### src/rtl/issue_resv_pkg.sv
package issue_resv_pkg;
   typedef enum logic [1:0] {
      CLS_SHORT = 2'd0,
      CLS_MID   = 2'd1,
      CLS_LONG  = 2'd2
   } op_cls_e;

   localparam int NUM_CLS = 3;
endpackage

### src/rtl/reg_busy_table.sv
module reg_busy_table #(
   parameter int NREG = 8,
   localparam int IW = $clog2(NREG)
) (
   input  logic            clk,
   input  logic            rst_n,
   input  logic            set_en,
   input  logic [IW-1:0]   set_idx,
   input  logic            clr_en,
   input  logic [IW-1:0]   clr_idx,
   output logic [NREG-1:0] busy
);
   for (genvar g = 0; g < NREG; g++) begin : g_bit
      always_ff @(posedge clk or negedge rst_n) begin
         if (!rst_n)
            busy[g] <= 1'b0;
         else if (set_en && set_idx == IW'(g))
            busy[g] <= 1'b1;
         else if (clr_en && clr_idx == IW'(g))
            busy[g] <= 1'b0;
      end
   end
endmodule

### src/rtl/wport_resv_shifter.sv
module wport_resv_shifter #(
   parameter int RESV_W = 8,
   parameter int IW     = 3,
   localparam int SW = $clog2(RESV_W)
) (
   input  logic              clk,
   input  logic              rst_n,
   input  logic              claim_en,
   input  logic [SW-1:0]     claim_lat,
   input  logic [IW-1:0]     claim_dst,
   output logic [RESV_W-1:0] resv,
   output logic              head_valid,
   output logic [IW-1:0]     head_dst
);
   logic          slot_v [RESV_W];
   logic [IW-1:0] slot_d [RESV_W];

   for (genvar g = 0; g < RESV_W; g++) begin : g_slot
      logic          up_v;
      logic [IW-1:0] up_d;
      if (g < RESV_W - 1) begin : g_mid
         assign up_v = slot_v[g+1];
         assign up_d = slot_d[g+1];
      end else begin : g_top
         assign up_v = 1'b0;
         assign up_d = '0;
      end
      always_ff @(posedge clk or negedge rst_n) begin
         if (!rst_n) begin
            slot_v[g] <= 1'b0;
            slot_d[g] <= '0;
         end else if (claim_en && claim_lat == SW'(g + 1)) begin
            slot_v[g] <= 1'b1;
            slot_d[g] <= claim_dst;
         end else begin
            slot_v[g] <= up_v;
            slot_d[g] <= up_d;
         end
      end
      assign resv[g] = slot_v[g];
   end

   assign head_valid = slot_v[0];
   assign head_dst   = slot_d[0];
endmodule

### src/rtl/reg_array.sv
module reg_array #(
   parameter int NREG = 8,
   parameter int DW   = 16,
   localparam int IW = $clog2(NREG)
) (
   input  logic          clk,
   input  logic          rst_n,
   input  logic          wr_en,
   input  logic [IW-1:0] wr_idx,
   input  logic [DW-1:0] wr_data,
   input  logic [IW-1:0] rd_a_idx,
   input  logic [IW-1:0] rd_b_idx,
   output logic [DW-1:0] rd_a,
   output logic [DW-1:0] rd_b
);
   logic [DW-1:0] mem [NREG];

   for (genvar g = 0; g < NREG; g++) begin : g_reg
      always_ff @(posedge clk or negedge rst_n) begin
         if (!rst_n)
            mem[g] <= '0;
         else if (wr_en && wr_idx == IW'(g))
            mem[g] <= wr_data;
      end
   end

   assign rd_a = mem[rd_a_idx];
   assign rd_b = mem[rd_b_idx];
endmodule

### src/rtl/issue_resv_unit.sv
module issue_resv_unit
   import issue_resv_pkg::*;
#(
   parameter int NREG      = 8,
   parameter int DW        = 16,
   parameter int RESV_W    = 8,
   parameter int LAT_SHORT = 1,
   parameter int LAT_MID   = 3,
   parameter int LAT_LONG  = 6,
   localparam int IW = $clog2(NREG),
   localparam int SW = $clog2(RESV_W)
) (
   input  logic          clk,
   input  logic          rst_n,
   input  logic          in_valid,
   output logic          in_ready,
   input  logic [1:0]    in_cls,
   input  logic [IW-1:0] in_src_a,
   input  logic [IW-1:0] in_src_b,
   input  logic [IW-1:0] in_dst,
   output logic          iss_valid,
   output logic [1:0]    iss_cls,
   output logic [DW-1:0] iss_opa,
   output logic [DW-1:0] iss_opb,
   output logic [IW-1:0] iss_dst,
   output logic          wb_valid,
   output logic [IW-1:0] wb_dst,
   input  logic [DW-1:0] wb_data
);
   if (NREG < 2) begin : g_bad_nreg
      $error("NREG must be at least 2");
   end
   if (LAT_SHORT < 1 || LAT_MID < 1 || LAT_LONG < 1) begin : g_bad_lat_lo
      $error("every class latency must be at least 1");
   end
   if (LAT_SHORT >= RESV_W || LAT_MID >= RESV_W || LAT_LONG >= RESV_W) begin : g_bad_lat_hi
      $error("class latency must be below RESV_W");
   end

   logic [NREG-1:0]   busy_vec;
   logic [RESV_W-1:0] resv_vec;
   logic [SW-1:0]     lat_sel;
   logic              haz_src, haz_dst, haz_port;
   logic              issue_fire;
   op_cls_e           cls_e;

   assign cls_e = op_cls_e'(in_cls);

   always_comb begin
      case (cls_e)
         CLS_SHORT: lat_sel = SW'(LAT_SHORT);
         CLS_MID:   lat_sel = SW'(LAT_MID);
         default:   lat_sel = SW'(LAT_LONG);
      endcase
   end

   assign haz_src    = busy_vec[in_src_a] | busy_vec[in_src_b];
   assign haz_dst    = busy_vec[in_dst];
   assign haz_port   = resv_vec[lat_sel];
   assign in_ready   = !(haz_src || haz_dst || haz_port);
   assign issue_fire = in_valid && in_ready;

   reg_busy_table #(.NREG(NREG)) u_busy (
      .clk     (clk),
      .rst_n   (rst_n),
      .set_en  (issue_fire),
      .set_idx (in_dst),
      .clr_en  (wb_valid),
      .clr_idx (wb_dst),
      .busy    (busy_vec)
   );

   wport_resv_shifter #(.RESV_W(RESV_W), .IW(IW)) u_port (
      .clk        (clk),
      .rst_n      (rst_n),
      .claim_en   (issue_fire),
      .claim_lat  (lat_sel),
      .claim_dst  (in_dst),
      .resv       (resv_vec),
      .head_valid (wb_valid),
      .head_dst   (wb_dst)
   );

   reg_array #(.NREG(NREG), .DW(DW)) u_rf (
      .clk      (clk),
      .rst_n    (rst_n),
      .wr_en    (wb_valid),
      .wr_idx   (wb_dst),
      .wr_data  (wb_data),
      .rd_a_idx (in_src_a),
      .rd_b_idx (in_src_b),
      .rd_a     (iss_opa),
      .rd_b     (iss_opb)
   );

   assign iss_valid = issue_fire;
   assign iss_cls   = in_cls;
   assign iss_dst   = in_dst;
endmodule

### config.mk
export PLATFORM = sky130hd
export DESIGN_NAME = issue_resv_unit
export DESIGN_NICKNAME = d
export VERILOG_FILES = /design/src/rtl/issue_resv_pkg.sv /design/src/rtl/reg_busy_table.sv /design/src/rtl/wport_resv_shifter.sv /design/src/rtl/reg_array.sv /design/src/rtl/issue_resv_unit.sv
export SDC_FILE = /design/constraint.sdc
export NUM_CORES = 1
export LEC_CHECK = 0
export ABC_AREA = 1
export ABC_CLOCK_PERIOD_IN_PS = 1400
export BUFFER_PORTS_ARGS = -buffer_cell sky130_fd_sc_hd__buf_4
export CORE_MARGIN = 4
export CORE_UTILIZATION = 54
export CTS_CLUSTER_SIZE = 14
export DETAILED_ROUTE_END_ITERATION = 6
export GPL_TIMING_DRIVEN = 0
export PLACE_DENSITY = 0.75
export SETUP_SLACK_MARGIN = 0.4
export SLEW_MARGIN = 10
export SYNTH_ARGS = -nofsm -noshare
export SYNTH_HDL_FRONTEND = slang
export SYNTH_SLANG_ARGS = --single-unit
### constraint.sdc
create_clock -name clk -period 1.4 [get_ports clk]
set_input_delay 0.28 -clock clk [delete_from_list [all_inputs] [get_ports clk]]
set_output_delay 0.28 -clock clk [all_outputs]
set_load 0.05 [all_outputs]
-- Word level (Yosys, flattened, before mapping)
Index checks and enable logic that the tools add are counted.
- $lt $le $gt $ge: 6
- eq/ne operators: 22
- muxes and demuxes: 47
- bitwise gates (word level): 3
- reduce and logical (&&, ||, !) cells: 40
- operators by type and width (cell ; count):
    binary-select mux 16 bit (select 3 bit) ; 2
    2-to-1 mux 16 bit ; 4
    == test 3 bit, second input constant ; 12
    2-to-1 mux 1 bit ; 28
    logical AND 1 bit ; 25
    2-to-1 mux 3 bit ; 8
    == test 3 x 2 -> 1 bit, second input constant ; 6
    < comparator 3 x 4 -> 1 bit, second input constant ; 4
    nonzero test 2 bit ; 8
    binary-select mux 1 bit (select 3 bit) ; 4
    == test 3 x 1 -> 1 bit, second input constant ; 3
    logical NOT 3 bit ; 3
    >= comparator 4 bit, second input constant ; 2
    inverter 3 -> 4 bit ; 2
    case mux 3 bit (2 select lines) ; 1
    == test 2 x 1 -> 1 bit, second input constant ; 1
    logical NOT 2 bit ; 1
    logical OR 1 bit ; 2
    logical NOT 1 bit ; 1
    bitwise OR 1 bit ; 1
- flip-flop bits (word level): 168
- output and inout bits: 43
- word-level logic and storage cells: 150

-- Longest topological paths before layout
Gate-level depths: netlist of run 1.
- word-level depth: 9
- mapped depth: 11
- depth with buffers taken out: 11

-- Cells and area by module
From an unflattened synthesis of run 1, not the netlist that was laid out.
- cell total of the unflattened synthesis: 1451
- area total of the unflattened synthesis: 9539.1 um2
- by module, submodules not included (module ; instances ; cells an instance ; area each (um2) ; sequential area each (um2)):
    reg_array ; 1 ; 1165 ; 7490.9 ; 3203.1
    wport_resv_shifter ; 1 ; 153 ; 1311.3 ; 800.8
    reg_busy_table ; 1 ; 61 ; 407.9 ; 200.2
    issue_resv_unit ; 1 ; 72 ; 329.1 ; 0.0

-- Worst setup path before layout of run 1
No wires, ideal clock.
- kind: input to output
- start point: in in_src_b[1]
- end point: out iss_opb[12]
- arrival time: 1845 ps
- data required time: 1120 ps
- path slack: -725 ps
- stages on the path: 6
- path buffers: 3
- path through: buf_2 buf_2 clkbuf_1 a21oi_1 o21ai_0 a31oi_1
- longest elaborated chain between the ends: 4
- RTL lines (what ; line ; source):
    start, declared ; issue_resv_unit.sv:19 ; input logic [IW-1:0] in_src_b,
    inverter 3 -> 4 bit (not written as such) ; reg_array.sv:28 ; assign rd_b = mem[rd_b_idx];
    binary-select mux 16 bit (select 3 bit) ; reg_array.sv:28 ;
    2-to-1 mux 16 bit (not written as such) (2 in series) ; reg_array.sv:28 ;
    end, declared ; issue_resv_unit.sv:24 ; output logic [DW-1:0] iss_opb,
Every way passes these cells. The select of a mux whose other input is x is not followed.

-- Final worst setup path of run 1
- start point: reg u_busy.busy[2]
- end point: out iss_valid
- longest elaborated chain between the ends: 7
- RTL lines (what ; line ; source):
    start, declared ; reg_busy_table.sv:11 ; output logic [NREG-1:0] busy
    start signal, assigned by index ; reg_busy_table.sv:16 ; busy[g] <= 1'b0;
    start signal, assigned by index ; reg_busy_table.sv:18 ; busy[g] <= 1'b1;
    start signal, assigned by index ; reg_busy_table.sv:20 ; busy[g] <= 1'b0;
    binary-select mux 1 bit (select 3 bit) ; issue_resv_unit.sv:57 ; assign haz_src = busy_vec[in_src_a] | busy_vec[in_src_b];
    2-to-1 mux 1 bit (not written as such) ; issue_resv_unit.sv:57 ;
    bitwise OR 1 bit ; issue_resv_unit.sv:57 ;
    logical OR 1 bit * (2 in series) ; issue_resv_unit.sv:60 ; assign in_ready = !(haz_src || haz_dst || haz_port);
    logical NOT 1 bit * ; issue_resv_unit.sv:60 ;
    logical AND 1 bit * ; issue_resv_unit.sv:61 ; assign issue_fire = in_valid && in_ready;
    end, declared ; issue_resv_unit.sv:21 ; output logic iss_valid,
Mark *: on every way between the ends. The rest lies on a longest branch, timed or not. The select of a mux whose other input is x is not followed.

==> results.cfg, run 1 <==
[clock_network]
numCtsBuffers = 17
cts.sinks = 168
htreeDepth = 4
clkSlewWorstSetupHoldPaths_ps = 80
clockBufferDepth = 2
insertion_delay_ps = 450
root_buffer = clkbuf_16
cts_tree = yes

[floorplan]
rows = 45
die-area_mm2 = 0.01780
start_util = 0.5547
die_x_um = 133.4
num_io_pins = 73
die_y_um = 133.4
core_mm2 = 0.01531

[timing]
rsz0062_at_grt = true
maxSlewViolCount = 0
finalSetupViolations = 131
hold_viol_final = 76
fin_crit_ps = 2077
max_freq_mhz = 481.6
fin_ws_ps = -676.5
tightest_slew_ps = 611.0
tns_ps = -23260
whs_ps = -184.6
period_share = 1.483
fin_skew_ps = 12.89
maxSlewHeadroom = 0.5922

[worst_setup_path]
rrSetupSlack_ps = -320
cp-end-kind = primary output
worstReg2RegStart = u_busy.busy[2]$_DFFE_PN0P_
cp_slowest_stage_delay_ps = 420
r2r_cells = 12
crit_required_ps = 1120
path_max_fanout = 4
cpLargestDelayFamily = simple AND/OR/NAND/NOR gates
crit_chain = inv_1 > nand2_1 > nand3_2 > nand2_2 > nand2_2 > nand3_2 > nor2_4 > nand2_4 > clkinvlp_4 > buf_8
critPathSlowestCell = dfrtp_1
cp.arrival_ps = 1800
critPathLaunchType = flop
crit_buf_inv = 3
critPathKind = reg -> out
r2r_end = u_busy.busy[4]$_DFFE_PN0P_

[synth]
synthesis.area_mm2 = 0.008496
synth_top_area_share = 0.4948
synthTopCellsByArea = dfrtp_1 (49%), o21ai_0 (15%), nand2_1 (12%)
avgSynthCellArea_um2 = 7.633
synthDistinctLibCells = 23
synth_top_area_cell = dfrtp_1
synth_seq_cells = 168
seq_area_frac_synth = 0.4948
syn_inst = 1113
yosysWarnings = 0

[finish]
final_common_cell = dfrtp_1
syn_to_final_growth_pct = 59.44
antennaDiodeCount = 0
final_util = 0.8845
drive_gt1_frac = 0.5383
layout.nets = 1310
n_fill_cell = 729
mostFrequentLayoutCells = dfrtp_1 (160), nand2_1 (142), o21ai_2 (139)
final_cell_count_no_fill = 1504

[placed_design]
place_congestion = 0.9197
place_inst = 1396
dp_slack_ps = -581.1
dpl.hpwl_um = 20290
numPortBuffers = 68

[routing]
route.vias.total = 9539
wl_per_cell_um = 23.40
drt_wl_total_um = 35200
drc = 0
drtIter0Drc = 1399
firstDrtPassIters = 6
vias_per_cell = 6.342
ant_nets = 0

[outcome]
violations = hold timing, setup timing
status = complete, but fails checks

[pwr]
power.internal_uw = 13320
ir_worst_vdd_mv = 1.265
total_power_uw = 23300
switching_share = 0.4280
p_comb_frac = 0.425
p_leak_uw = 0.005955
p_switching_uw = 9971
seqPwrFrac = 0.359
pwr-share-clk = 0.216
power_density_mw_per_mm2 = 1720

[global_route]
overflow = 0
grt_max_degree = 93
antenna_found_initial = 0
grt_usage = 0.3481
grt_pass1_wl_um = 47750
grt_pass1_vias = 8475

[hold_path]
hold_path.class = in -> async

[run]
drv_cap = 0
-- sequential cells by signal, indices dropped and copies added, names as in the netlist --
register and flops:
u_port.head_valid 1, u_port.head_dst 3, u_port.g_slot.up_d 21, u_rf.mem 128, u_busy.busy 8, u_port.g_slot.up_v 7
-- area by class of cell --
| type | count | area, µm² | area share |
|---|---|---|---|
| plain buffers | 98 | 1016 | 0.07500 |
| flip-flops and latches | 168 | 4219 | 0.3115 |
| well taps | 211 | 264.0 | 0.01949 |
| inverters | 94 | 374.1 | 0.02762 |
| multi-input cells | 756 | 5564 | 0.4108 |
| clock buffers | 17 | 425.4 | 0.03141 |
| clock inverters | 15 | 205.2 | 0.01515 |
| repair buffers | 145 | 1478 | 0.1091 |
-- worst max path at each step --
stage	startpoint	to	slack, ps	depth (start not counted)
global route	u_busy.busy[3]$_DFFE_PN0P_	iss_valid	-770	10
CTS	u_port.g_slot[2].up_v$_DFF_PN0_	iss_valid	-710	10
detailed placement	in_src_a[0]	iss_opa[14]	-580	7
global placement	rst_n	u_port.head_dst[1]$_DFF_PN0_	-1210	1
floorplan	in_src_a[1]	iss_opa[10]	-120	6
finish	u_busy.busy[2]$_DFFE_PN0P_	iss_valid	-680	10
-- kinds of logic (layout without fill, tap and decap cells) --
logic type / after synthesis / after routing / share of synthesized area
compound gates: 393 / 393 / 0.2457
buf+inv: 192 / 369 / 0.09101
flops: 168 / 168 / 0.4948
other cells: 1 / 4 / 0.0004414
simple gates: 359 / 359 / 0.1680
-- worst register-to-register path: stages, from the launching register on --
cell	delay, ps
dfrtp_1	420
inv_1	80
nand2_1	70
nand3_2	80
nand2_2	60
nand2_2	70
nand3_2	80
nor2_4	180
nand2_4	90
buf_4	140
buf_6	100
buf_8	130
o21ai_2	130
-- layer usage --
metal	vias to the layer above	global-route usage	routed length, µm
met1	4552	0.4832	13360
met3	182	0.06798	3517
met4	0	0.1126	1482
li1	4077	-	-
met5	-	0	0
met2	728	0.5553	16840
-- power groups by stage --
stage	Combinational, µW	Sequential (µW)	Clock [µW]
global route	10400	8500	5240
CTS	7870	7890	4980
finish	9900	8370	5020
floorplan	4700	7500	0
detailed placement	6300	7730	0
global placement	6120	7700	0
-- cells in the mapped netlist --
library cell  number
a21oi_1           64
a31oi_1           32
buf_1              4
buf_2             18
buf_4              6
buf_6              1
clkbuf_1          69
clkinv_1           1
conb_1             1
dfrtp_1          168
inv_1             87
inv_2              6
nand2_1          276
nand2_2            1
nand3_1           23
nand3_2            1
nand4_1           12
nor2_1            43
nor2_2             2
nor2_4             1
o211ai_1          32
o21ai_0          251
o21ai_1           14
-- stage by stage --
stage / hold slack, ps / area (µm²)
floorplan: -15.59 / 9549
global placement: 405.7 / 10320
detailed placement: 298.7 / 10360
CTS: -167.9 / 12450
global route: -156.3 / 13550
finish: -184.6 / 13550
-- timing repair --
action / CTS / global route
gates cloned: 15 / 2
resized for setup: 368 / 268
pin swaps: 60 / 70
hold endpoints to repair: 76 / 76
buffers inserted: 30 / 29
setup endpoints to repair: 186 / 187
Note: power is estimated with default switching activity, not from simulation.
==> inputs of run 2 (changes only) <==
Settings changed: CELL_PAD_IN_SITES_DETAIL_PLACEMENT set to 0, CELL_PAD_IN_SITES_GLOBAL_PLACEMENT set to 1, CORE_UTILIZATION 54 to 40, CTS_BUF_LIST set to sky130_fd_sc_hd__clkbuf_16.
==> run 2 against run 1 <==
The run still ends with hold timing, setup timing left. Sequential power decreased by 1%. Wire length down 5.1%. Core utilization decreased by 24 points. Via count is 9.4% lower. Clock skew decreased by 0.89 ps. Power shrank 4.2%. Hold slack lost 19 ps. Non-clock buffer count down 17. Global-route usage shrank 7.4 points. Highest routed layer unchanged.
==> results.cfg, run 2 (synthesized netlist as in run 1, its figures left out) <==
[hold_path]
hold_path.class = in -> async

[global_route]
grt_pass1_wl_um = 49750
antenna_found_initial = 0
overflow = 0
grt_max_degree = 86
grt_usage = 0.2740
grt_pass1_vias = 8228

[outcome]
violations = hold timing, setup timing
status = complete, but fails checks

[worst_setup_path]
cp-endpoint = iss_valid
cp.arrival_ps = 1760
crit_top_cell = nand2_2
path_max_fanout = 5
critPathLaunchType = flop
critPathSlowestCell = dfrtp_1
crit_required_ps = 1120
r2r_cells = 12
crit_chain = nand3_1 > nand2_1 > inv_1 > nand3_2 > nand2_2 > nand2_2 > nor2_4 > nand2_4 > clkinvlp_4 > buf_8
rrSetupSlack_ps = -270
worstReg2RegStart = u_busy.busy[6]$_DFFE_PN0P_
crit_path_start = u_busy.busy[6]$_DFFE_PN0P_
cp-end-kind = primary output
r2r_end = u_busy.busy[1]$_DFFE_PN0P_
cp_slowest_stage_delay_ps = 440
critPathKind = reg -> out

[timing]
fin_skew_ps = 12.00
fin_crit_ps = 2038
rsz0062_at_grt = true
period_share = 1.456
whs_ps = -203.7
max_freq_mhz = 490.7
maxSlewViolCount = 0
tightest_slew_ps = 737.6
hold_viol_final = 84
fin_ws_ps = -638.1
maxSlewHeadroom = 0.5083
finalSetupViolations = 134

[finish]
layout.nets = 1294
mostFrequentLayoutCells = dfrtp_1 (162), nand2_1 (149), o21ai_2 (136)
final_util = 0.6436
n_fill_cell = 1779
final_common_cell = dfrtp_1
largest_reg_flops = 128
antennaDiodeCount = 0
final_cell_count_no_fill = 1552
largest-register = u_rf.mem
syn_to_final_growth_pct = 58.75
drive_gt1_frac = 0.5161

[floorplan]
num_io_pins = 73
die_x_um = 153.7
start_util = 0.4054
die-area_mm2 = 0.02363
die_y_um = 153.7
core_mm2 = 0.02096
rows = 53

[pwr]
p_leak_uw = 0.005870
power_density_mw_per_mm2 = 1654
power.internal_uw = 12870
p_comb_frac = 0.412
switching_share = 0.4230
seqPwrFrac = 0.370
p_switching_uw = 9437
ir_worst_vdd_mv = 0.8897
pwr-share-clk = 0.217

[routing]
vias_per_cell = 5.567
top_layer = met4
drtIter0Drc = 747
drc = 0
drt_wl_total_um = 33400
dr_wl_met2_um = 16130
ant_nets = 0
firstDrtPassIters = 5
met3WireLength_um = 1624
wl_met1_um = 15200
wl_per_cell_um = 21.52
route.vias.total = 8640

[clock_network]
htreeDepth = 4
cts_tree = yes
clkSlewWorstSetupHoldPaths_ps = 80
root_buffer = clkbuf_16
cts.sinks = 168
numCtsBuffers = 17
clockBufferDepth = 2
insertion_delay_ps = 450

[placed_design]
dpl.hpwl_um = 22470
numPortBuffers = 68
place_inst = 1460
place_congestion = 0.8628

[run]
drv_cap = 0
-- run 2: cell types whose count changed in the layout (fill, tap and decap cells not counted), moves of 3 or more --
cell and change:
a21oi_2 -3, clkbuf_16 +4, o21ai_1 +5, nand2_1 +7, nand2_2 -9, nor2_4 -3
nor2_2 +3, buf_6 +7, buf_4 -22, o21ai_2 -3, buf_8 -7
-- run 2: worst min-delay path by stage --
stage | startpoint | endpoint | cells past startpoint
finish | rst_n | u_busy.busy[7]$_DFFE_PN0P_ | 1
global placement | u_port.g_slot[1].up_v$_DFF_PN0_ | u_port.g_slot[0].up_v$_DFF_PN0_ | 1
floorplan | rst_n | u_busy.busy[0]$_DFFE_PN0P_ | 0
CTS | rst_n | u_busy.busy[7]$_DFFE_PN0P_ | 1
detailed placement | rst_n | u_busy.busy[7]$_DFFE_PN0P_ | 1
global route | rst_n | u_busy.busy[7]$_DFFE_PN0P_ | 1
-- run 2: critical path, delay by kind of cell, from the launching register on --
| family | cells | cell delay (ps) |
|---|---|---|
| AND/OR/NAND/NOR | 7 | 580 |
| buffers and inverters | 3 | 280 |
| flip-flops | 1 | 440 |
-- run 2: power by group through the flow --
stage | clock [µW] | combinational [µW] | sequential, µW
2_1_floorplan | 0 | 4700 | 7500
3_3_place_gp | 0 | 6270 | 7710
3_5_place_dp | 0 | 6380 | 7750
4_1_cts | 4900 | 7780 | 7890
5_1_grt | 5110 | 9810 | 8440
6_report | 4850 | 9200 | 8260
-- run 2: metrics by stage --
step / setup slack (ps) / area (µm²) / setup TNS, ps / total power, µW
2_1_floorplan: -119.0 / 9549 / -3157 / 12200
3_3_place_gp: -1307 / 10400 / -189350 / 13980
3_5_place_dp: -705.3 / 10440 / -24170 / 14130
4_1_cts: -662.1 / 12460 / -17480 / 20560
5_1_grt: -748.8 / 13490 / -29470 / 23360
6_report: -638.1 / 13490 / -22160 / 22310
-- run 2: final cells by class --
class                      count  area, µm²  share of cell area
multi-input combinational    757       5535              0.4104
buffer                        98       1051             0.07793
sequential                   168       4217              0.3126
tap                          275      344.1             0.02551
timing repair buffer         128       1360              0.1008
clock buffer                  17      425.4             0.03154
clock inverter                15      180.2             0.01336
inverter                      94      374.1             0.02774
-- run 2: timing repair --
action,4_1_cts,5_1_grt
pin swaps,66,59
endpoints found under the setup margin,187,186
buffers inserted,20,20
gates resized for setup,373,241
gates cloned,16,4
hold endpoints to repair,84,84
-- run 2: routing by layer --
metal  track usage  vias to the layer above
li1              -                     4053
met1        0.3972                     4285
met2        0.4351                      272
met3       0.03940                       30
met4       0.06981                        0
met5             0                        -
==> inputs of run 3 (changes only) <==
Settings changed: ABC_CLOCK_PERIOD_IN_PS 1400 to 2250, CORE_UTILIZATION 40 to 44, PLACE_DENSITY 0.75 to 0.78.
Clock period 1.4 ns to 2.25 ns, I/O delays scaled along.
==> run 3 against run 2 <==
The run now ends clean. Global-route usage up 1.3 points. Worst setup slack better by 670 ps. Wire length down 7.1%. Critical path depth unchanged.
==> results.cfg, run 3 (synthesized netlist as in run 1, its figures left out) <==
[finish]
final_util = 0.6516
antennaDiodeCount = 0
largest_reg_flops = 128
multi_input_area_mm2 = 0.004763
syn_to_final_growth_pct = 44.42
drive_gt1_frac = 0.3264
final_area_mm2 = 0.01227
final_cell_count_no_fill = 1507
final_common_cell = nand2_1
layout.nets = 1264
register_area_mm2 = 0.004208
n_fill_cell = 1604
mostFrequentLayoutCells = nand2_1 (244), dfrtp_1 (165), o21ai_0 (144)
largest-register = u_rf.mem

[pwr]
p_comb_frac = 0.370
power.internal_uw = 7289
pwr-share-clk = 0.237
p_leak_uw = 0.005393
power_density_mw_per_mm2 = 1019
seqPwrFrac = 0.393
ir_worst_vdd_mv = 0.6323
p_switching_uw = 5213
switching_share = 0.4170

[routing]
ant_nets = 0
firstDrtPassIters = 5
route.vias.total = 8292
wl_met1_um = 14600
top_layer = met4
drtIter0Drc = 822
drt_wl_total_um = 31040
vias_per_cell = 5.502
met3WireLength_um = 1805
wl_per_cell_um = 20.59
drc = 0
dr_wl_met2_um = 14170

[timing]
maxSlewViolCount = 0
rsz0062_at_grt = true
max_freq_mhz = 451.0
maxSlewHeadroom = 0.5687
period_share = 0.9854
finalSetupViolations = 0
tightest_slew_ps = 646.9
hold_viol_final = 0
tns_ps = 0
fin_skew_ps = 20.80
fin_crit_ps = 2217

[global_route]
overflow = 0
grt_max_degree = 113
grt_pass1_wl_um = 47820
grt_pass1_vias = 7941
antenna_found_initial = 0
grt_usage = 0.2874

[clock_network]
numCtsBuffers = 17
htreeDepth = 4
cts_tree = yes
clkSlewWorstSetupHoldPaths_ps = 80
cts.sinks = 168
clockBufferDepth = 2
root_buffer = clkbuf_16
insertion_delay_ps = 440

[floorplan]
die-area_mm2 = 0.02160
num_io_pins = 73
start_util = 0.4512
rows = 50
core_mm2 = 0.01883
die_y_um = 147.0
die_x_um = 147.0

[run]
drv_cap = 0

[placed_design]
place_inst = 1445
numPortBuffers = 68
place_area_mm2 = 0.01008
place_congestion = 0.8602
dpl.hpwl_um = 22180

[worst_setup_path]
cp.arrival_ps = 1770
path_max_fanout = 4
cp-end-kind = primary output
critPathKind = reg -> out
crit_required_ps = 1800
critPathLaunchType = flop

[hold_path]
hold_path.class = in -> reg

[outcome]
status = finished clean
==> run 3: changes by cell type in the layout (fill, tap and decap cells not counted), sizes merged <==
cell	delta
nand3	-1
dlygate4sd3	+1
inv	+1
buf	-39
clkbuf	+9
clkinv	-1
==> run 3: path summary, 6_finish.rpt <==
| check | start | slack, ps | end | depth (start not counted) |
|---|---|---|---|---|
| hold reg to reg | u_port.g_slot[4].up_d[0]$_DFF_PN0_ | 420 | u_port.g_slot[3].up_d[0]$_DFF_PN0_ | 1 |
| setup / recovery | u_busy.busy[3]$_DFFE_PN0P_ | 30 | iss_valid | 10 |
| min in group asynchronous | rst_n | 520 | u_busy.busy[7]$_DFFE_PN0P_ | 2 |
| setup reg to reg | u_busy.busy[3]$_DFFE_PN0P_ | 520 | u_busy.busy[4]$_DFFE_PN0P_ | 12 |
| hold / removal | in_cls[1] | 330 | u_port.g_slot[4].up_d[1]$_DFF_PN0_ | 3 |
| max in group asynchronous | rst_n | 810 | u_rf.mem[123]$_DFFE_PN0P_ | 3 |
==> run 3: critical path: stages, from the launching register on <==
cell and delay [ps]:
dfrtp_1 430, inv_1 70, nand2_1 40, nand3_1 90
nand2_2 60, nand2_2 60, nand3_2 90, nor2_4 170
nand2_4 90, clkinvlp_4 80, buf_8 130
==> run 3: final cells by class <==
cell class,count,area share
plain buffers,98,0.06843
flip-flops and latches,168,0.3430
multi-input cells,756,0.3882
clock buffers,17,0.03467
repair buffers,99,0.09300
clock inverters,15,0.01468
inverters,94,0.03151
well taps,260,0.02651
==> run 3: timing repair <==
item / in CTS / in global routing
setup buffers: 16 / 5
endpoints found under the hold margin: 56 / 0
hold buffers: 1 / 0
resized for setup: 294 / 108
setup endpoints to repair: 34 / 34
cloned: 7 / 1
pin swaps: 73 / 51
==> run 3: metal layers <==
metal | global-route usage | vias to the layer above
met5 | 0 | -
met4 | 0.06664 | 0
met3 | 0.05151 | 38
met2 | 0.4266 | 281
met1 | 0.4393 | 4015
li1 | - | 3958
==> run 3: per-stage QoR <==
stage	setup slack [ps]	hold WS (ps)	power, µW
detailed placement	-111.0	411.4	8593
finish	32.89	326.1	12500
CTS	-2.888	327.0	12150
floorplan	379.0	154.4	7387
global route	-61.73	353.4	13170
global placement	-271.9	405.7	8482
==> run 3: power by group through the flow <==
stage | clock network [µW] | registers [µW] | logic (µW)
finish | 2970 | 4910 | 4630
global route | 3130 | 5030 | 5010
CTS | 2990 | 4820 | 4340
detailed placement | 0 | 4820 | 3770
global placement | 0 | 4790 | 3690
floorplan | 0 | 4650 | 2740
